==> config.mk <==
export PLATFORM = sky130hd
export DESIGN_NAME = mdec_conv
export DESIGN_NICKNAME = d
export VERILOG_FILES = /design/src/rtl/mdec_conv_pkg.sv /design/src/rtl/mdec_lfsr_walk.sv /design/src/rtl/mdec_ceil_div.sv /design/src/rtl/mdec_bw_sel.sv /design/src/rtl/mdec_conv.sv
export SDC_FILE = /design/constraint.sdc
export NUM_CORES = 1
export LEC_CHECK = 0
export BUFFER_PORTS_ARGS = -buffer_cell sky130_fd_sc_hd__buf_2
export CAP_MARGIN = 40
export CORE_ASPECT_RATIO = 0.6
export CORE_MARGIN = 2
export CORE_UTILIZATION = 54
export DETAILED_ROUTE_END_ITERATION = 8
export GPL_ROUTABILITY_DRIVEN = 0
export PLACE_DENSITY = 0.79
export SLEW_MARGIN = 20
export SYNTH_ARGS = -nofsm -noshare
export SYNTH_HDL_FRONTEND = slang
export SYNTH_HIERARCHICAL = 1
export SYNTH_SLANG_ARGS = --single-unit
==> constraint.sdc <==
create_clock -name clk -period 2.66 [get_ports clk]
set_input_delay 0.133 -clock clk [delete_from_list [all_inputs] [get_ports clk]]
set_output_delay 0.133 -clock clk [all_outputs]
set_load 0.005 [all_outputs]
==> src/rtl/mdec_conv_pkg.sv <==
package mdec_conv_pkg;
  localparam int CODE_W = 17;
  localparam int MSEL_W = 16;
  localparam int SELP_W = 5;
  localparam int SELI_W = 6;
  localparam int WORD_W = CODE_W + SELP_W + SELI_W;

  localparam int DIV_NUM_W = 11;
  localparam int DIV_DEN_W = 10;
  localparam int DIV_Q_W   = 5;

  localparam logic [CODE_W-1:0] SEED     = 17'h04000;
  localparam logic [CODE_W-1:0] CODE_ONE = 17'h18003;
  localparam logic [CODE_W-1:0] CODE_TWO = 17'h10003;

  localparam logic [MSEL_W-1:0] MSEL_MAX  = 16'd32768;
  localparam logic [MSEL_W-1:0] DEC_START = 16'd32769;

  localparam logic [MSEL_W-1:0] SELP_LIMIT  = 16'd60;
  localparam logic [SELP_W-1:0] SELP_HIGH   = 5'd31;
  localparam logic [MSEL_W-1:0] SELI_DIV_LO = 16'd60;
  localparam logic [MSEL_W-1:0] SELI_DIV_HI = 16'd500;
  localparam logic [MSEL_W-1:0] SELI_T8     = 16'd501;
  localparam logic [MSEL_W-1:0] SELI_T4     = 16'd2048;
  localparam logic [MSEL_W-1:0] SELI_T2     = 16'd8192;
  localparam logic [MSEL_W-1:0] SELI_T1     = 16'd16384;
  localparam logic [MSEL_W-1:0] SELI_MASK   = 16'h003C;
  localparam logic [DIV_NUM_W-1:0] SELI_NUMER = 11'd1024;
  localparam logic [DIV_DEN_W-1:0] SELI_BIAS  = 10'd9;

  typedef enum logic {DIR_ENC = 1'b0, DIR_DEC = 1'b1} dir_e;
  typedef enum logic {ST_IDLE = 1'b0, ST_RUN = 1'b1} phase_e;

  function automatic logic [CODE_W-1:0] fwd_step(input logic [CODE_W-1:0] x);
    return {2'b00, x[0] ^ x[1], x[14:1]};
  endfunction

  function automatic logic [CODE_W-1:0] back_step(input logic [CODE_W-1:0] x);
    return {2'b00, x[13:0], x[0] ^ x[14]};
  endfunction
endpackage

==> src/rtl/mdec_lfsr_walk.sv <==
module mdec_lfsr_walk
  import mdec_conv_pkg::*;
#(
  parameter int UNROLL = 1
) (
  input  logic              clk,
  input  logic              rst_n,
  input  logic              load,
  input  logic              run,
  input  dir_e              mode,
  input  logic [CODE_W-1:0] load_state,
  input  logic [MSEL_W-1:0] load_cnt,
  output logic [CODE_W-1:0] state,
  output logic [MSEL_W-1:0] cnt,
  output logic              fin
);
  logic [CODE_W-1:0] state_q;
  logic [MSEL_W-1:0] cnt_q;
  dir_e              mode_q;

  logic [CODE_W-1:0] s_ch [UNROLL+1];
  logic [MSEL_W-1:0] c_ch [UNROLL+1];
  logic [UNROLL-1:0] take;

  assign s_ch[0] = state_q;
  assign c_ch[0] = cnt_q;

  // One combinational stage per unrolled step; a stage passes through once the walk has ended.
  for (genvar k = 0; k < UNROLL; k++) begin : g_stage
    assign take[k] = (mode_q == DIR_ENC) ? (c_ch[k] != '0)
                                         : ((c_ch[k] != '0) && (s_ch[k] != SEED));
    assign s_ch[k+1] = !take[k]            ? s_ch[k] :
                       (mode_q == DIR_ENC) ? fwd_step(s_ch[k]) : back_step(s_ch[k]);
    assign c_ch[k+1] = take[k] ? (c_ch[k] - MSEL_W'(1)) : c_ch[k];
  end

  always_ff @(posedge clk) begin
    if (!rst_n) begin
      state_q <= '0;
      cnt_q   <= '0;
      mode_q  <= DIR_ENC;
    end else if (load) begin
      state_q <= load_state;
      cnt_q   <= load_cnt;
      mode_q  <= mode;
    end else if (run) begin
      state_q <= s_ch[UNROLL];
      cnt_q   <= c_ch[UNROLL];
    end
  end

  assign fin   = (mode_q == DIR_ENC) ? (cnt_q == '0) : ((cnt_q == '0) || (state_q == SEED));
  assign state = state_q;
  assign cnt   = cnt_q;

  // an unfinished walk always consumes count, so it terminates
  p_walk_progress_r7: assert property (@(posedge clk) disable iff (!rst_n)
    (run && !fin && !load) |=> (cnt_q < $past(cnt_q)));

  // encode walks stay inside the 15-bit register
  p_enc_width_r5: assert property (@(posedge clk) disable iff (!rst_n)
    (run && mode_q == DIR_ENC) |=> (state_q[CODE_W-1:15] == 2'b00));
endmodule

==> src/rtl/mdec_ceil_div.sv <==
module mdec_ceil_div
  import mdec_conv_pkg::*;
(
  input  logic                 clk,
  input  logic                 rst_n,
  input  logic                 load,
  input  logic                 go,
  input  logic [DIV_NUM_W-1:0] numer,
  input  logic [DIV_DEN_W-1:0] denom,
  output logic [DIV_Q_W-1:0]   quo,
  output logic                 rem_nz,
  output logic                 fin
);
  logic [DIV_NUM_W-1:0] rem_q;
  logic [DIV_DEN_W-1:0] den_q;
  logic [DIV_Q_W-1:0]   quo_q;
  logic                 busy_q;
  logic [DIV_NUM_W-1:0] den_ext;
  logic                 can_sub;

  assign den_ext = {{(DIV_NUM_W-DIV_DEN_W){1'b0}}, den_q};
  assign can_sub = (rem_q >= den_ext);

  // Repeated subtraction: the quotient is small, so one subtract per cycle suffices.
  always_ff @(posedge clk) begin
    if (!rst_n) begin
      rem_q  <= '0;
      den_q  <= '0;
      quo_q  <= '0;
      busy_q <= 1'b0;
    end else if (load) begin
      rem_q  <= numer;
      den_q  <= denom;
      quo_q  <= '0;
      busy_q <= go;
    end else if (busy_q) begin
      if (can_sub) begin
        rem_q <= rem_q - den_ext;
        quo_q <= quo_q + DIV_Q_W'(1);
      end else begin
        busy_q <= 1'b0;
      end
    end
  end

  assign quo    = quo_q;
  assign rem_nz = (rem_q != '0);
  assign fin    = !busy_q;

  // a finished division leaves a remainder below the divisor
  p_div_rem_r9: assert property (@(posedge clk) disable iff (!rst_n)
    (!busy_q && $past(busy_q) && !$past(load)) |-> (rem_q < den_ext));

  // each subtraction adds exactly one to the quotient
  p_div_count_r9: assert property (@(posedge clk) disable iff (!rst_n)
    (busy_q && can_sub && !load) |=> (quo_q == $past(quo_q) + DIV_Q_W'(1)));
endmodule

==> src/rtl/mdec_bw_sel.sv <==
module mdec_bw_sel
  import mdec_conv_pkg::*;
(
  input  logic [MSEL_W-1:0]  msel,
  input  logic [DIV_Q_W-1:0] quo,
  input  logic               rem_nz,
  output logic [SELP_W-1:0]  selp,
  output logic [SELI_W-1:0]  seli
);
  logic [SELI_W-1:0] ceil_part;

  assign ceil_part = SELI_W'({quo, 2'b00}) + (rem_nz ? SELI_W'(4) : SELI_W'(0));

  always_comb begin
    if (msel < SELP_LIMIT) selp = SELP_W'(msel >> 1) + SELP_W'(1);
    else                   selp = SELP_HIGH;
  end

  always_comb begin
    if (msel > SELI_T1)           seli = SELI_W'(1);
    else if (msel > SELI_T2)      seli = SELI_W'(2);
    else if (msel > SELI_T4)      seli = SELI_W'(4);
    else if (msel >= SELI_T8)     seli = SELI_W'(8);
    else if (msel >= SELI_DIV_LO) seli = ceil_part;
    else                          seli = SELI_W'(msel & SELI_MASK) + SELI_W'(4);
  end
endmodule

==> src/rtl/mdec_conv.sv <==
module mdec_conv
  import mdec_conv_pkg::*;
#(
  parameter int UNROLL = 1
) (
  input  logic              clk,
  input  logic              rst_n,
  input  logic              in_valid,
  output logic              in_ready,
  input  logic              in_decode,
  input  logic [MSEL_W-1:0] in_msel,
  input  logic [CODE_W-1:0] in_code,
  output logic              done,
  output logic [WORD_W-1:0] out_word,
  output logic [MSEL_W-1:0] out_msel
);
  phase_e            phase_q;
  dir_e              dir_q;
  logic [MSEL_W-1:0] msel_q;
  logic              spec_q;
  logic [CODE_W-1:0] spec_code_q;
  logic [MSEL_W-1:0] spec_msel_q;

  logic              accept, finish;
  logic              enc_spec, dec_spec, div_go;
  logic [CODE_W-1:0] ld_state, enc_spec_code;
  logic [MSEL_W-1:0] ld_cnt, enc_cnt, dec_spec_msel;
  logic [DIV_DEN_W-1:0] div_den;

  logic [CODE_W-1:0]  walk_state;
  logic [MSEL_W-1:0]  walk_cnt;
  logic               walk_fin;
  logic [DIV_Q_W-1:0] div_quo;
  logic               div_rem_nz, div_fin;
  logic [SELP_W-1:0]  selp;
  logic [SELI_W-1:0]  seli;
  logic [CODE_W-1:0]  code_res;
  logic [MSEL_W-1:0]  msel_res;

  assign in_ready = (phase_q == ST_IDLE);
  assign accept   = in_valid && in_ready;

  // Load values for a new request
  always_comb begin
    enc_spec = (in_msel <= MSEL_W'(2));
    dec_spec = (in_code == CODE_ONE) || (in_code == CODE_TWO);
    enc_cnt  = (in_msel > MSEL_MAX) ? '0 : (DEC_START - in_msel);
    case (in_msel[1:0])
      2'd1:    enc_spec_code = CODE_ONE;
      2'd2:    enc_spec_code = CODE_TWO;
      default: enc_spec_code = '0;
    endcase
    dec_spec_msel = (in_code == CODE_ONE) ? MSEL_W'(1) : MSEL_W'(2);
    if (in_decode) begin
      ld_state = in_code;
      ld_cnt   = dec_spec ? '0 : DEC_START;
    end else begin
      ld_state = SEED;
      ld_cnt   = enc_spec ? '0 : enc_cnt;
    end
    div_go  = !in_decode && (in_msel >= SELI_DIV_LO) && (in_msel <= SELI_DIV_HI);
    div_den = DIV_DEN_W'(in_msel) + SELI_BIAS;
  end

  mdec_lfsr_walk #(.UNROLL(UNROLL)) u_walk (
    .clk        (clk),
    .rst_n      (rst_n),
    .load       (accept),
    .run        (phase_q == ST_RUN),
    .mode       (dir_e'(in_decode)),
    .load_state (ld_state),
    .load_cnt   (ld_cnt),
    .state      (walk_state),
    .cnt        (walk_cnt),
    .fin        (walk_fin)
  );

  mdec_ceil_div u_div (
    .clk    (clk),
    .rst_n  (rst_n),
    .load   (accept),
    .go     (div_go),
    .numer  (SELI_NUMER),
    .denom  (div_den),
    .quo    (div_quo),
    .rem_nz (div_rem_nz),
    .fin    (div_fin)
  );

  mdec_bw_sel u_bw (
    .msel   (msel_q),
    .quo    (div_quo),
    .rem_nz (div_rem_nz),
    .selp   (selp),
    .seli   (seli)
  );

  assign finish   = (phase_q == ST_RUN) && walk_fin && div_fin;
  assign code_res = spec_q ? spec_code_q : walk_state;
  assign msel_res = spec_q ? spec_msel_q : walk_cnt;

  always_ff @(posedge clk) begin
    if (!rst_n) begin
      phase_q     <= ST_IDLE;
      dir_q       <= DIR_ENC;
      msel_q      <= '0;
      spec_q      <= 1'b0;
      spec_code_q <= '0;
      spec_msel_q <= '0;
      done        <= 1'b0;
      out_word    <= '0;
      out_msel    <= '0;
    end else begin
      done <= 1'b0;
      if (accept) begin
        phase_q     <= ST_RUN;
        dir_q       <= dir_e'(in_decode);
        msel_q      <= in_msel;
        spec_q      <= in_decode ? dec_spec : enc_spec;
        spec_code_q <= enc_spec_code;
        spec_msel_q <= dec_spec_msel;
      end else if (finish) begin
        phase_q <= ST_IDLE;
        done    <= 1'b1;
        if (dir_q == DIR_ENC) out_word <= {seli, selp, code_res};
        else                  out_msel <= msel_res;
      end
    end
  end

  // completion is a single-cycle pulse
  p_done_pulse_r3: assert property (@(posedge clk) disable iff (!rst_n)
    done |=> !done);

  // results move only together with done
  p_word_hold_r3: assert property (@(posedge clk) disable iff (!rst_n)
    !done |-> $stable(out_word));
  p_msel_hold_r3: assert property (@(posedge clk) disable iff (!rst_n)
    !done |-> $stable(out_msel));

  // completion follows a busy cycle, never an idle one
  p_done_after_busy_r2: assert property (@(posedge clk) disable iff (!rst_n)
    done |-> $past(!in_ready));

  // a decode leaves the packed word untouched
  p_dec_keeps_word_r11: assert property (@(posedge clk) disable iff (!rst_n)
    (done && dir_q == DIR_DEC) |-> $stable(out_word));

  // multiplier 1 encodes to its fixed code
  p_enc_one_r4: assert property (@(posedge clk) disable iff (!rst_n)
    (done && dir_q == DIR_ENC && msel_q == MSEL_W'(1)) |-> (out_word[CODE_W-1:0] == CODE_ONE));
endmodule

* After elaboration in Yosys (flattened, before gate mapping)
Cells that the tools add are included.
** Word-level totals
- Output and inout bits :: 46
- Input port bits :: 37
- Flip-flop bits (word level) :: 157
- Word-level logic and storage cells :: 106
** Operators by class
- $lt $le $gt $ge :: 11
- Reductions and logical operators :: 24
- $add $sub $neg :: 8
- Bitwise operators :: 6
- Equality and inequality tests :: 6
- Mux-type cells :: 35
** Operators with widths (number)
- two-way mux 16 bit :: 8
- two-way mux 17 bit :: 5
- == test 17 bit, second input constant :: 2
- one-hot mux 17 bit (2 select lines) :: 1
- two-way mux 11 bit :: 3
- >= comparator 16 x 6 -> 1 bit, second input constant :: 2
- two-way mux 6 bit :: 5
- == test 17 x 15 -> 1 bit, second input constant :: 1
- != test 17 x 15 -> 1 bit, second input constant :: 1
- >= comparator 16 x 9 -> 1 bit, second input constant :: 1
- greater-than comparator 16 x 12 -> 1 bit, second input constant :: 1
- greater-than comparator 16 x 14 -> 1 bit, second input constant :: 1
- greater-than comparator 16 x 15 -> 1 bit, second input constant :: 1
- greater-than comparator 16 bit, second input constant :: 1
- <= comparator 16 x 2 -> 1 bit, second input constant :: 1
- <= comparator 16 x 9 -> 1 bit, second input constant :: 1
- logical NOT 16 bit :: 1
- less-than comparator 16 x 6 -> 1 bit, second input constant :: 1
- nonzero test 16 bit :: 1
- subtractor 16 x 1 -> 16 bit, second input constant :: 1
- subtractor 16 bit, first input constant :: 1
- two-way mux 15 bit :: 1
- >= comparator 11 x 10 -> 1 bit :: 1
- nonzero test 11 bit :: 1
- other kinds (20) :: 47

* Longest topological paths before layout
Gate-level depths: netlist of run 1.
- Word-level depth :: 8
- Mapped depth :: 12
- Depth with buffers taken out :: 10

* Modules after synthesis
The synthesis of run 1 kept the hierarchy.
** By module, submodules not included
- mdec_conv :: sequential area each 1361.3 um^2, area an instance 3499.6 um^2, cells an instance 424, instances 1
- mdec_lfsr_walk :: sequential area each 680.7 um^2, area an instance 2113.3 um^2, cells an instance 256, instances 1
- mdec_ceil_div :: sequential area each 540.5 um^2, area an instance 1662.8 um^2, cells an instance 195, instances 1
- mdec_bw_sel :: sequential area each 0.0 um^2, area an instance 446.7 um^2, cells an instance 64, instances 1

* Least setup slack after synthesis of run 1
Ideal clock, no wire load.
- Path kind :: register to register
- Start :: register u_walk.cnt_q[0] (netlist: u_walk/cnt[0])
- End :: register out_msel[10]
- Library setup time :: 0.076 ns
- Required time :: 2.584 ns
- Buffers on the path :: 2
- Clock period less this slack :: 2.571 ns
- Path slack :: 0.089 ns
- Arrival time :: 2.495 ns
- Cell stages (with the launch flop) :: 13
- Path through :: dfxtp_1 > inv_1 > ha_1 > or3b_1 > nor3_1 > nand2_1 > o21ai_0 > and3_1 > and2_1 > clkbuf_1 > clkbuf_1 > nand3b_1 > a21boi_0
** On the way
- Longest elaborated chain between the ends :: 6
** RTL lines
- from (decl) :: RTL line mdec_lfsr_walk.sv:18 : logic [MSEL_W-1:0] cnt_q;
- from (signal assigned) :: RTL line mdec_lfsr_walk.sv:44 : cnt_q <= load_cnt;
- from (signal assigned) :: RTL line mdec_lfsr_walk.sv:48 : cnt_q <= c_ch[UNROLL];
- logical NOT 16 bit * :: RTL line mdec_lfsr_walk.sv:52 : assign fin = (mode_q == DIR_ENC) ? (cnt_q == '0) : ((cnt_q == '0) || (state_q == SEED));
- logical OR 1 bit :: RTL line mdec_lfsr_walk.sv:52
- two-way mux 1 bit * :: RTL line mdec_lfsr_walk.sv:52
- named net walk_fin :: RTL line mdec_conv.sv:32 : logic walk_fin;
- logical AND 1 bit * (2 in a row) :: RTL line mdec_conv.sv:98 : assign finish = (phase_q == ST_RUN) && walk_fin && div_fin;
- AND reduction 3 bit (no source line) *
- to (signal assigned) :: RTL line mdec_conv.sv:126 : else out_msel <= msel_res;
- to (decl) :: RTL line mdec_conv.sv:15 : output logic [MSEL_W-1:0] out_msel
The timed path passes the listed nets; every way through them passes the cells marked *.
A chain may end at the register's enable or synchronous reset.

* Final worst setup path of run 1
- Start :: register u_walk.cnt_q[0] (netlist: u_walk/cnt[0])
- End :: register u_walk.state_q[9] (netlist: u_walk/state[9])
** On the way
- Longest elaborated chain between the ends :: 5
** RTL lines
- nonzero test 16 bit * :: RTL line mdec_lfsr_walk.sv:30, mdec_lfsr_walk.sv:31
- logical AND 1 bit :: RTL line mdec_lfsr_walk.sv:31 : : ((c_ch[k] != '0) && (s_ch[k] != SEED));
- two-way mux 1 bit * :: RTL line mdec_lfsr_walk.sv:30 : assign take[k] = (mode_q == DIR_ENC) ? (c_ch[k] != '0)
- nonzero test 2 bit (no source line) *
- AND reduction 2 bit (no source line) *
- to (signal assigned) :: RTL line mdec_lfsr_walk.sv:43 : state_q <= load_state;
- to (signal assigned) :: RTL line mdec_lfsr_walk.sv:47 : state_q <= s_ch[UNROLL];
- to (decl) :: RTL line mdec_lfsr_walk.sv:17 : logic [CODE_W-1:0] state_q;
Mark *: on every way between the ends. The rest lies on a longest branch, timed or not.

==> results of run 1 <==
## layer usage
metal	vias up	global-route usage [%]	share of wire, %	wire (um)
met5	-	0	0	0
met2	352	36.01	37	7968
met3	21	6.646	11	2345
met1	3331	45.88	51	10810
li1	3428	-	-	-
met4	0	7.658	1.1	225
## worst register-to-register path, delay by kind of cell (launching register included)
kind | cells | cell delay [ns]
adder cells (fa/ha/maj) | 1 | 0.20
AO/OA/AOI/OAI | 2 | 0.69
multiplexers | 1 | 0.25
buffers and inverters | 2 | 0.26
flip-flops | 1 | 0.34
AND/OR/NAND/NOR | 2 | 0.70
## metrics by stage
stage               setup slack (ns)  cell area [um2]  cells  power [uW]  utilization, %
finish                        0.1531             8934   1218        5531           64.78
global route                 0.01175             8934   1218        5755           64.78
CTS                           0.1292             8926   1218        5513           64.73
detailed placement            0.1471             8349   1185        3261           60.54
global placement              0.2962             8349   1185        3235           60.54
floorplan                    0.08943             7715    943        2941               -
## layout by cell type, fill, tap and decap left out, drive strengths merged, types with 26 or more instances in the layout
| cell type | instances |
|---|---|
| buf | 114 |
| inv | 44 |
| ha | 26 |
| nand3b | 31 |
| a21boi | 61 |
| dfxtp | 128 |
| nand3 | 33 |
| nand2 | 155 |
| mux2i | 49 |
| o21ai | 41 |
| nor2 | 53 |
## final cells by class
class                           count  area, um2  share of cell area (%)
Tap cell                          192      240.2                   2.689
Clock inverter                     15      141.4                   1.583
Inverter                           33      123.9                   1.387
Timing Repair Buffer              115      700.7                   7.843
Multi-Input combinational cell    718       4740                   53.05
Sequential cell                   128       2562                   28.68
Clock buffer                       17      425.4                   4.762
## worst max-delay path by stage
stage	startpoint	end	slack, ns	cells after the start
2_1_floorplan	u_walk/cnt[0]$_SDFFE_PN0P_	out_msel[10]$_SDFFE_PN0P_	0.09	12
5_1_grt	u_walk/cnt[0]$_SDFFE_PN0P_	out_word[14]$_SDFFE_PN0P_	0.01	12
3_3_place_gp	u_walk/cnt[0]$_SDFFE_PN0P_	u_walk/state[8]$_SDFFE_PN0P_	0.30	8
4_1_cts	u_walk/cnt[0]$_SDFFE_PN0P_	out_word[3]$_SDFFE_PN0P_	0.13	12
3_5_place_dp	u_walk/cnt[0]$_SDFFE_PN0P_	out_word[3]$_SDFFE_PN0P_	0.15	12
6_report	u_walk/cnt[0]$_SDFFE_PN0P_	u_walk/state[9]$_SDFFE_PN0P_	0.15	8
## flip-flops by register name, summed over array words and instances (netlist names)
| name | flops |
|---|---|
| out_word | 28 |
| u_walk/state | 17 |
| msel_q | 16 |
| out_msel | 16 |
| u_walk/cnt | 16 |
| u_div/rem_q | 11 |
| u_div/den_q | 10 |
| u_div/quo | 4 |
| spec_code_q | 2 |
| spec_msel_q | 2 |
| dir_q | 1 |
| done | 1 |
| phase_q | 1 |
| spec_q | 1 |
| u_div/busy_q | 1 |
| u_walk/mode_q | 1 |
## what timing repair did
item                                   CTS  global route
setup buffers                            0             0
endpoints found under the hold margin    1             0
setup endpoints to repair                0            18
hold buffers                             1             0
resized for setup                        0             3
## power groups by stage
stage	Clock, uW	Combinational, uW	Sequential (uW)
floorplan	0	801	2140
global placement	0	1060	2180
detailed placement	0	1080	2180
CTS	2280	1090	2140
global route	2370	1230	2150
finish	2270	1120	2140
==> summary.txt, run 1 <==
Status
  • Run status: finished clean

Cells and area
  • Diodes inserted: 0
  • Count of fill cells added during filler insertion: 1182
  • Layout cell share with drive strength beyond 1: 17.45%
  • Total Nets Final: approximately 1100
  • Relative area change from synthesis to final layout: 16.31%

Pwr
  • Power spent charging and discharging nets: 1808 uW
  • Cell-internal power: around 3700 uW
  • Sw Share: between 30 and 40%
  • Largest voltage drop on the vdd net: around 380 uV
  • Power per cell area: 619.1 nW/um2
  • Sequential share of power: 38.8%
  • Leakage power: around 0.0036 uW
  • Part of the power in combinational logic: 20.3%
  • Clock network fraction of total power: 41.0%

Clocking
  • TritonCTS clock tree: yes
  • Worst-skew pair later-pin latency: ~0.42 ns
  • Clock buffer count from CTS: 17
  • Root cell of the clock tree: sky130_fd_sc_hd__clkbuf_16
  • Num Clock Sinks: 128
  • Clock-pin slew on the worst setup and hold paths: about 0.060 ns
  • Maximum number of buffers from clock root to sink: 2
  • CTS H-tree depth: 4

Floorplan
  • Die outline width: 158.0 um
  • Effective utilization at floorplan: 55.70%
  • Die Area: approximately 15000 um2
  • Ports: 83
  • Core Rows: 33
  • Placeable core region: 13790 um2
  • Floorplan die height: slightly below 100 um

Drt
  • Final WL: 21350 um
  • DR WL/cell: around 18 um
  • Count of antenna-violating nets left after detailed routing: 0
  • Count of unresolved DRC violations after routing: 0
  • Number of detailed-route iterations in the first pass: 6
  • Iteration-0 DRC Markers: ~890
  • Count of vias placed by the detailed router: 7132
  • Vias per cell: 5.856

Setup path
  • Crit path cell chain: inv_1 -> ha_1 -> or3b_1 -> buf_4 -> o41a_1 -> o21a_4 -> nor2_8 -> mux2i_1
  • Arrival time reported for the critical path endpoint: ~2.9 ns
  • Reg2reg path depth: 8
  • Critical path buffer and inverter count: 2
  • Highest cell delay on the worst timing path: 0.47 ns
  • Critical path start-end classification: reg2reg
  • Nature of the critical path startpoint: flop
  • Setup slack, reg-to-reg: 0.15 ns
  • Reg2reg end: u_walk/state[9]$_SDFFE_PN0P_
  • Startpoint of the worst-slack reg-to-reg timing path: u_walk/cnt[0]$_SDFFE_PN0P_
  • Kind of capture point of the worst setup path: flop
  • CP Data Required Time: 3.00 ns
  • Critical Path Fanout Max: 14
  • Slowest-stage cell, CP: sky130_fd_sc_hd__o41a_1
  • Category of cells accounting for the largest share of critical-path delay: simple AND/OR/NAND/NOR gates

Global route
  • Overall overflow remaining after global route: 0
  • Overall global routing resource usage: 28.37%
  • Vias in the first global route: 5987
  • Antenna violations before repair: 0
  • First-pass GRT wire length: 33190 um
  • Maximum number of pins on one net before global-route repair: 84

Timing
  • Minimum clock period: roughly 2.5 ns
  • Highest attainable clock frequency: 0.3989 GHz
  • Worst hold margin: 0.01610 ns
  • Skew final: 0.007352 ns
  • Max Slew Vio Count: 0
  • Tightest slew margin relative to the limit: 48.10%
  • Transition time at the pin with the least slew margin: 0.7786 ns
  • Final cycle utilization of the critical path: 94.24%
  • Summed negative setup slack over all endpoints: 0 ns
  • Count of endpoints failing hold in the final timing report: 0
  • Unrepaired setup endpoints after global routing: no
  • Setup violators final: 0

Hold path
  • Hold endpoint: msel_q[15]$_SDFFE_PN0P_
  • Launch point of the worst hold path: in_msel[15]
  • Cell count of the worst hold path: 3
  • Hold/Removal Path Class: in2reg

Logic synthesis
  • Netlist Area Pre-Place: 7681 um2
  • Average size of a mapped cell: 8.224 um2
  • Number of warning messages in the yosys log: 6
  • Post-synthesis instance total: 934

Placement
  • DP Wirelength: 15570 um
  • Port-buffer cells: a little over 80

Flow run
  • Max-cap check violation count: 0
Note: power is estimated with default switching activity, not from simulation.
==> run 2, diff against run 1 <==
Settings changed: CORE_UTILIZATION 54 to 60, PLACE_DENSITY 0.79 to 0.83.
Clock period 2.66 ns to 2.5 ns, I/O delays scaled along.
==> run 2 against run 1 <==
  * Die area shrank 9.7%
  * Maximum frequency grew 4.0%
  * Critical path depth shrank 1
  * Critical endpoint is now u_walk/state[1]$_SDFFE_PN0P_
==> summary.txt, run 2 (synthesis gave the netlist of run 1 again) <==
Flow run
  • Max-cap check violation count: 0

Global route
  • Vias in the first global route: 6450
  • First-pass GRT wire length: 34090 um
  • Overall global routing resource usage: 31.70%
  • Maximum number of pins on one net before global-route repair: 73
  • Overall overflow remaining after global route: 0
  • Antenna violations before repair: 0

Timing
  • Summed negative setup slack over all endpoints: 0 ns
  • Tightest slew margin relative to the limit: 54.33%
  • Final cycle utilization of the critical path: 96.39%
  • Transition time at the pin with the least slew margin: between 0.6 and 0.7 ns
  • Skew final: 0.01078 ns
  • Minimum clock period: 2.410 ns
  • Max Slew Vio Count: 0
  • Setup violators final: 0
  • Worst hold margin: 0.01464 ns
  • Highest attainable clock frequency: 0.4150 GHz
  • Count of endpoints failing hold in the final timing report: 0

Clocking
  • Num Clock Sinks: 128
  • Worst-skew pair later-pin latency: around 0.42 ns
  • Root cell of the clock tree: sky130_fd_sc_hd__clkbuf_16
  • CTS H-tree depth: 4
  • Clock buffer count from CTS: 17
  • Clock-pin slew on the worst setup and hold paths: 0.07 ns
  • TritonCTS clock tree: yes
  • Maximum number of buffers from clock root to sink: 2

Setup path
  • Kind of capture point of the worst setup path: flop
  • Startpoint of the worst-slack reg-to-reg timing path: u_walk/cnt[11]$_SDFFE_PN0P_
  • Highest cell delay on the worst timing path: between 0.6 and 0.7 ns
  • Crit path cell chain: or4_1 -> buf_4 -> o41a_1 -> o21a_4 -> nor2_8 -> buf_12 -> mux2i_1
  • Nature of the critical path startpoint: flop
  • Arrival time reported for the critical path endpoint: roughly 2.8 ns
  • Setup slack, reg-to-reg: 0.09 ns
  • Critical Path Fanout Max: 14
  • CP Data Required Time: 2.84 ns
  • Critical path start-end classification: reg2reg
  • Reg2reg path depth: 7
  • Reg2reg end: u_walk/state[1]$_SDFFE_PN0P_
  • Slowest-stage cell, CP: sky130_fd_sc_hd__or4_1

Drt
  • Count of unresolved DRC violations after routing: 0
  • Final WL: ~22000 um
  • Iteration-0 DRC Markers: 892
  • Count of antenna-violating nets left after detailed routing: 0
  • Vias per cell: 6.046
  • Number of detailed-route iterations in the first pass: 5
  • DR WL/cell: 18.20 um
  • Count of vias placed by the detailed router: approximately 7300

Cells and area
  • Largest register FFs: 28
  • Count of fill cells added during filler insertion: approximately 890
  • Area taken by multi-input logic gates: about 4800 um2
  • Layout cell share with drive strength beyond 1: 19.00%
  • Most frequent cells in the layout: sky130_fd_sc_hd__nand2_1, sky130_fd_sc_hd__dfxtp_1, sky130_fd_sc_hd__buf_2, sky130_fd_sc_hd__a21boi_0, sky130_fd_sc_hd__nor2_1
  • Most common cell after layout, fill and taps aside: sky130_fd_sc_hd__nand2_1
  • Total Nets Final: 1093
  • Register cell area after layout: approximately 2600 um2
  • Relative area change from synthesis to final layout: 18.94%
  • Diodes inserted: 0
  • Largest register by flop count: out_word

Placement
  • Port-buffer cells: 82
  • DP Wirelength: 15290 um

Pwr
  • Total power consumption of the routed design: 6165 uW
  • Largest voltage drop on the vdd net: 540.2 uV
  • Power per cell area: 674.7 nW/um2
  • Leakage power: 0.003760 uW

Floorplan
  • Die Area: 13750 um2
  • Floorplan die height: 91.64 um
  • Core Rows: 31
  • Ports: between 80 and 90
  • Die outline width: 150.1 um
  • Effective utilization at floorplan: 62.67%
  • Placeable core region: 12260 um2

Hold path
  • Hold/Removal Path Class: in2reg
  • Hold endpoint: msel_q[13]$_SDFFE_PN0P_
  • Cell count of the worst hold path: 3
  • Launch point of the worst hold path: in_msel[13]

Status
  • Run status: finished clean
run 2: worst max-delay path: cells and delay by family (launching register included):
kind | cells | cell delay, ns
AO/OA/AOI/OAI | 2 | 0.70
buffers and inverters | 2 | 0.35
flip-flops | 1 | 0.31
multiplexers | 1 | 0.22
AND/OR/NAND/NOR | 2 | 0.76
run 2: cell type report:
class / instances / area share (%)
timing repair buffer: 131 / 9.449
clock buffer: 17 / 4.656
clock inverter: 15 / 2.082
sequential: 128 / 28.05
inverter: 33 / 1.356
tap: 165 / 2.260
multi-input combinational: 718 / 52.15
run 2: metrics by stage:
| step | cells | utilization, % | instance area, um2 | worst slack, ns |
|---|---|---|---|---|
| 2_1_floorplan | 943 | - | 7716 | 0.006288 |
| 3_3_place_gp | 1170 | 68.68 | 8418 | 0.1803 |
| 3_5_place_dp | 1170 | 68.68 | 8418 | 0.07554 |
| 4_1_cts | 1203 | 73.79 | 9044 | 0.03838 |
| 5_1_grt | 1207 | 74.54 | 9136 | -0.02286 |
| 6_report | 1207 | 74.54 | 9136 | 0.09022 |
run 2: routing by layer:
metal  part of all wire (%)  wire (um)  track usage, %
met5                      0          0               0
met4                    1.0        230           7.469
met3                     13       2874           7.313
met2                     39       8536           41.10
met1                     47      10330           51.43
run 2: repair_timing:
item / in CTS / in global routing
setup buffers: 0 / 3
hold buffers: 1 / 0
endpoints found under the setup margin: 0 / 59
gates resized for setup: 0 / 14
hold endpoints to repair: 1 / 0
run 2: report_power, final:
group | internal (uW) | switching [uW] | total [uW] | leakage (uW)
clock network | 1520 | 1080 | 2600 | 0.000300
registers | 2150 | 117 | 2270 | 0.00104
logic | 535 | 759 | 1290 | 0.00242
total | 4210 | 1960 | 6160 | 0.00376
run 2: worst max path at each step:
stage	startpoint	to
floorplan	u_walk/cnt[0]$_SDFFE_PN0P_	out_msel[10]$_SDFFE_PN0P_
global placement	u_walk/cnt[11]$_SDFFE_PN0P_	u_walk/state[9]$_SDFFE_PN0P_
detailed placement	u_walk/cnt[0]$_SDFFE_PN0P_	out_word[9]$_SDFFE_PN0P_
CTS	u_walk/cnt[0]$_SDFFE_PN0P_	out_word[9]$_SDFFE_PN0P_
global route	u_walk/cnt[1]$_SDFFE_PN0P_	u_walk/state[1]$_SDFFE_PN0P_
finish	u_walk/cnt[11]$_SDFFE_PN0P_	u_walk/state[1]$_SDFFE_PN0P_
==> run 3, diff against run 2 <==
Settings changed: CORE_UTILIZATION 60 to 59, SKIP_LAST_GASP set to 1, SYNTH_HIERARCHICAL 1 to unset.
==> run 3 against run 2 <==
  * Worst setup slack improved by 0.031 ns
  * Via count decreased by 2.4%
  * Core utilization decreased by 1.7 points
  * Synthesized cell count decreased by 3.4%
  * Maximum frequency increased by 1.3%
  * Count of clock-buffer cells in the layout increased by 3
  * Cell area decreased by 8.4%
==> summary.txt, run 3 <==
Timing
  • Summed negative setup slack over all endpoints: 0 ns
  • Minimum clock period: 2.378 ns
  • Unrepaired setup endpoints after global routing: no
  • Transition time at the pin with the least slew margin: 0.7809 ns
  • Tightest slew margin relative to the limit: 47.93%
  • Max Slew Vio Count: 0
  • Skew final: 0.009886 ns
  • Final cycle utilization of the critical path: 95.13%
  • Setup violators final: 0
  • Count of endpoints failing hold in the final timing report: 0
  • Highest attainable clock frequency: between 0.4 and 0.5 GHz

Drt
  • Count of unresolved DRC violations after routing: 0
  • Count of antenna-violating nets left after detailed routing: 0
  • Iteration-0 DRC Markers: 841
  • Final WL: 20890 um
  • Count of vias placed by the detailed router: 7120
  • Number of detailed-route iterations in the first pass: 6
  • DR WL/cell: 18.27 um
  • Vias per cell: 6.229

Cells and area
  • Largest register FFs: 28
  • Diodes inserted: 0
  • Register cell area after layout: 2522 um2
  • Final core utilization: 72.86%
  • Total Nets Final: ~1000
  • Most frequent cells in the layout: sky130_fd_sc_hd__nand2_1, sky130_fd_sc_hd__dfxtp_1, sky130_fd_sc_hd__a21oi_1, sky130_fd_sc_hd__buf_2, sky130_fd_sc_hd__nor2_1
  • Layout cell share with drive strength beyond 1: 17.19%
  • Relative area change from synthesis to final layout: 18.79%
  • Largest register by flop count: out_word
  • Most common cell after layout, fill and taps aside: sky130_fd_sc_hd__nand2_1
  • Count of fill cells added during filler insertion: between 900 and 1000
  • Area taken by multi-input logic gates: 4143 um2

Clocking
  • CTS H-tree depth: 4
  • Clock buffer count from CTS: 17
  • Number of buffers added for setup after CTS: 0
  • TritonCTS clock tree: yes
  • Num Clock Sinks: 126
  • Worst-skew pair later-pin latency: about 0.42 ns
  • Root cell of the clock tree: sky130_fd_sc_hd__clkbuf_16
  • Maximum number of buffers from clock root to sink: 2
  • Clock-pin slew on the worst setup and hold paths: 0.06 ns

Logic synthesis
  • Most frequently used flop master after synthesis: sky130_fd_sc_hd__dfxtp_1
  • Post-synthesis instance total: 902
  • Netlist Area Pre-Place: 7046 um2
  • Post-synth EDFFs: 0
  • Top cells by area, synth: sky130_fd_sc_hd__dfxtp_1, sky130_fd_sc_hd__nand2_1, sky130_fd_sc_hd__a21oi_1
  • Post-synthesis sequential element count: 126
  • Area share of the largest cell type after synthesis: between 30% and 40%
  • Commonest cells in the netlist: sky130_fd_sc_hd__nand2_1, sky130_fd_sc_hd__dfxtp_1, sky130_fd_sc_hd__a21oi_1
  • Average size of a mapped cell: 7.811 um2
  • Number of warning messages in the yosys log: 0
  • Ys async rst share: 0%
  • Most numerous cell in the Yosys netlist: sky130_fd_sc_hd__nand2_1
  • Syn Nets: 966
  • Yosys cell types: 70
  • Cell taking the most area after synthesis: sky130_fd_sc_hd__dfxtp_1
  • Post-synthesis sequential area ratio: 35.80%

Floorplan
  • Die Area: between 10000 and 15000 um2
  • Effective utilization at floorplan: 61.34%
  • Die outline width: 145.1 um
  • Core Rows: 30
  • Placeable core region: 11490 um2
  • Floorplan die height: 88.65 um
  • Ports: 83

Pwr
  • Clock network fraction of total power: 44.9%
  • Leakage power: 0.003276 uW
  • Cell-internal power: 4360 uW
  • Power per cell area: 736.8 nW/um2
  • Sw Share: 29.30%
  • Total power consumption of the routed design: between 6000 and 7000 uW
  • Largest voltage drop on the vdd net: 606.8 uV
  • Part of the power in combinational logic: a little under a fifth
  • Sequential share of power: 36.6%
  • Power spent charging and discharging nets: 1807 uW

Global route
  • Overall overflow remaining after global route: 0
  • Antenna violations before repair: 0
  • Vias in the first global route: between 6000 and 7000
  • First-pass GRT wire length: 32710 um
  • Maximum number of pins on one net before global-route repair: 40
  • Overall global routing resource usage: 32.24%

Placement
  • DP Wirelength: 14370 um
  • Port-buffer cells: 82

Setup path
  • Critical Path Fanout Max: 20
  • Crit path top cell by count: sky130_fd_sc_hd__a21oi_1
  • Kind of capture point of the worst setup path: flop
  • Arrival time reported for the critical path endpoint: 2.71 ns
  • Slowest-stage cell, CP: sky130_fd_sc_hd__ha_1
  • CP Data Required Time: about 2.8 ns
  • Nature of the critical path startpoint: flop
  • Critical path start-end classification: reg2reg
  • Reg2reg path depth: 9
  • Highest cell delay on the worst timing path: 0.46 ns
  • Crit path cell chain: inv_1 -> ha_1 -> nor2_1 -> a21oi_1 -> and3_1 -> a22oi_1 -> buf_12 -> or3b_2 -> a21oi_1

Status
  • Run status: finished clean

Hold path
  • Cell count of the worst hold path: 3
  • Hold/Removal Path Class: in2reg

Flow run
  • Max-cap check violation count: 0
run 3: cell count changes in the layout (fill, tap and decap cells not counted), sizes merged, moves of 11 or more:
cell / previous run / this run
mux2i: 49 / 26
buf: 129 / 112
a21boi: 61 / 1
a21oi: 25 / 84
xnor2: 25 / 13
nand4b: 3 / 15
nor2b: 15 / 4
o21ai: 41 / 67
conb: 11 / 0
and2: 20 / 1
nand3b: 31 / 16
nand2: 155 / 137
nor2: 53 / 66
run 3: what timing repair did:
| action | CTS | global route |
|---|---|---|
| hold buffers | 3 | 0 |
| hold endpoints to repair | 3 | 0 |
| endpoints found under the setup margin | 0 | 26 |
| resized for setup | 0 | 4 |
run 3: final timing paths:
path                                     from                          end  slack [ns]
setup / recovery  u_div.den_q[8]$_SDFFE_PN0P_  u_div.rem_q[5]$_SDFFE_PP0P_        0.12
setup reg to reg  u_div.den_q[8]$_SDFFE_PN0P_  u_div.rem_q[5]$_SDFFE_PP0P_        0.12
hold reg to reg      out_msel[3]$_SDFFE_PN0P_     out_msel[3]$_SDFFE_PN0P_        0.45
hold / removal                    in_msel[10]      msel_q[10]$_SDFFE_PN0P_        0.02
run 3: critical path, delay by kind of cell, from the launching register on:
family | cells | cell delay (ns)
and+or+nand+nor | 3 | 0.72
AOI/OAI and AO/OA | 3 | 0.51
adders and majority gates | 1 | 0.46
DFF | 1 | 0.33
buffers and inverters | 2 | 0.27
run 3: area by class of cell:
class	count	area share [%]
well taps	160	2.392
multi-input cells	674	49.50
repair buffers	115	8.551
flip-flops and latches	126	30.14
inverters	36	1.615
clock inverters	12	2.467
clock buffers	20	5.337
run 3: stage by stage:
stage	area (um2)	hold slack, ns	setup slack, ns	cells
detailed placement	7672	0.4271	0.08975	1108
global placement	7672	0.4265	0.1397	1108
CTS	8356	0.007959	0.06881	1143
global route	8369	0.03805	0.001561	1143
floorplan	7046	0.2610	0.3213	902
finish	8369	0.01795	0.1217	1143
run 3: metal layers:
metal,up-vias,part of all wire (%),GRT usage (%)
li1,3354,-,-
met1,3265,45,47.21
met2,444,40,46.97
met3,57,12,7.732
met4,0,2.0,10.25
met5,-,0,0
run 3: power by group through the flow:
stage | combinational [uW] | sequential [uW] | clock (uW)
after detailed placement | 1070 | 2290 | 0
after floorplan | 775 | 2240 | 0
after CTS | 1100 | 2250 | 2780
after global placement | 1060 | 2290 | 0
final | 1140 | 2260 | 2770
after global routing | 1230 | 2270 | 2870
run 3: logic make-up (layout without fill, tap and decap cells):
logic type,count (synthesis),count (layout),synth area share (%)
AO/OA/AOI/OAI,228,228,19.82
XOR/XNOR,29,29,3.605
adder cells (fa/ha/maj),27,27,4.901
buffers and inverters,102,183,5.825
flip-flops,126,126,35.80
multiplexers,28,28,4.013
AND/OR/NAND/NOR,362,362,26.03
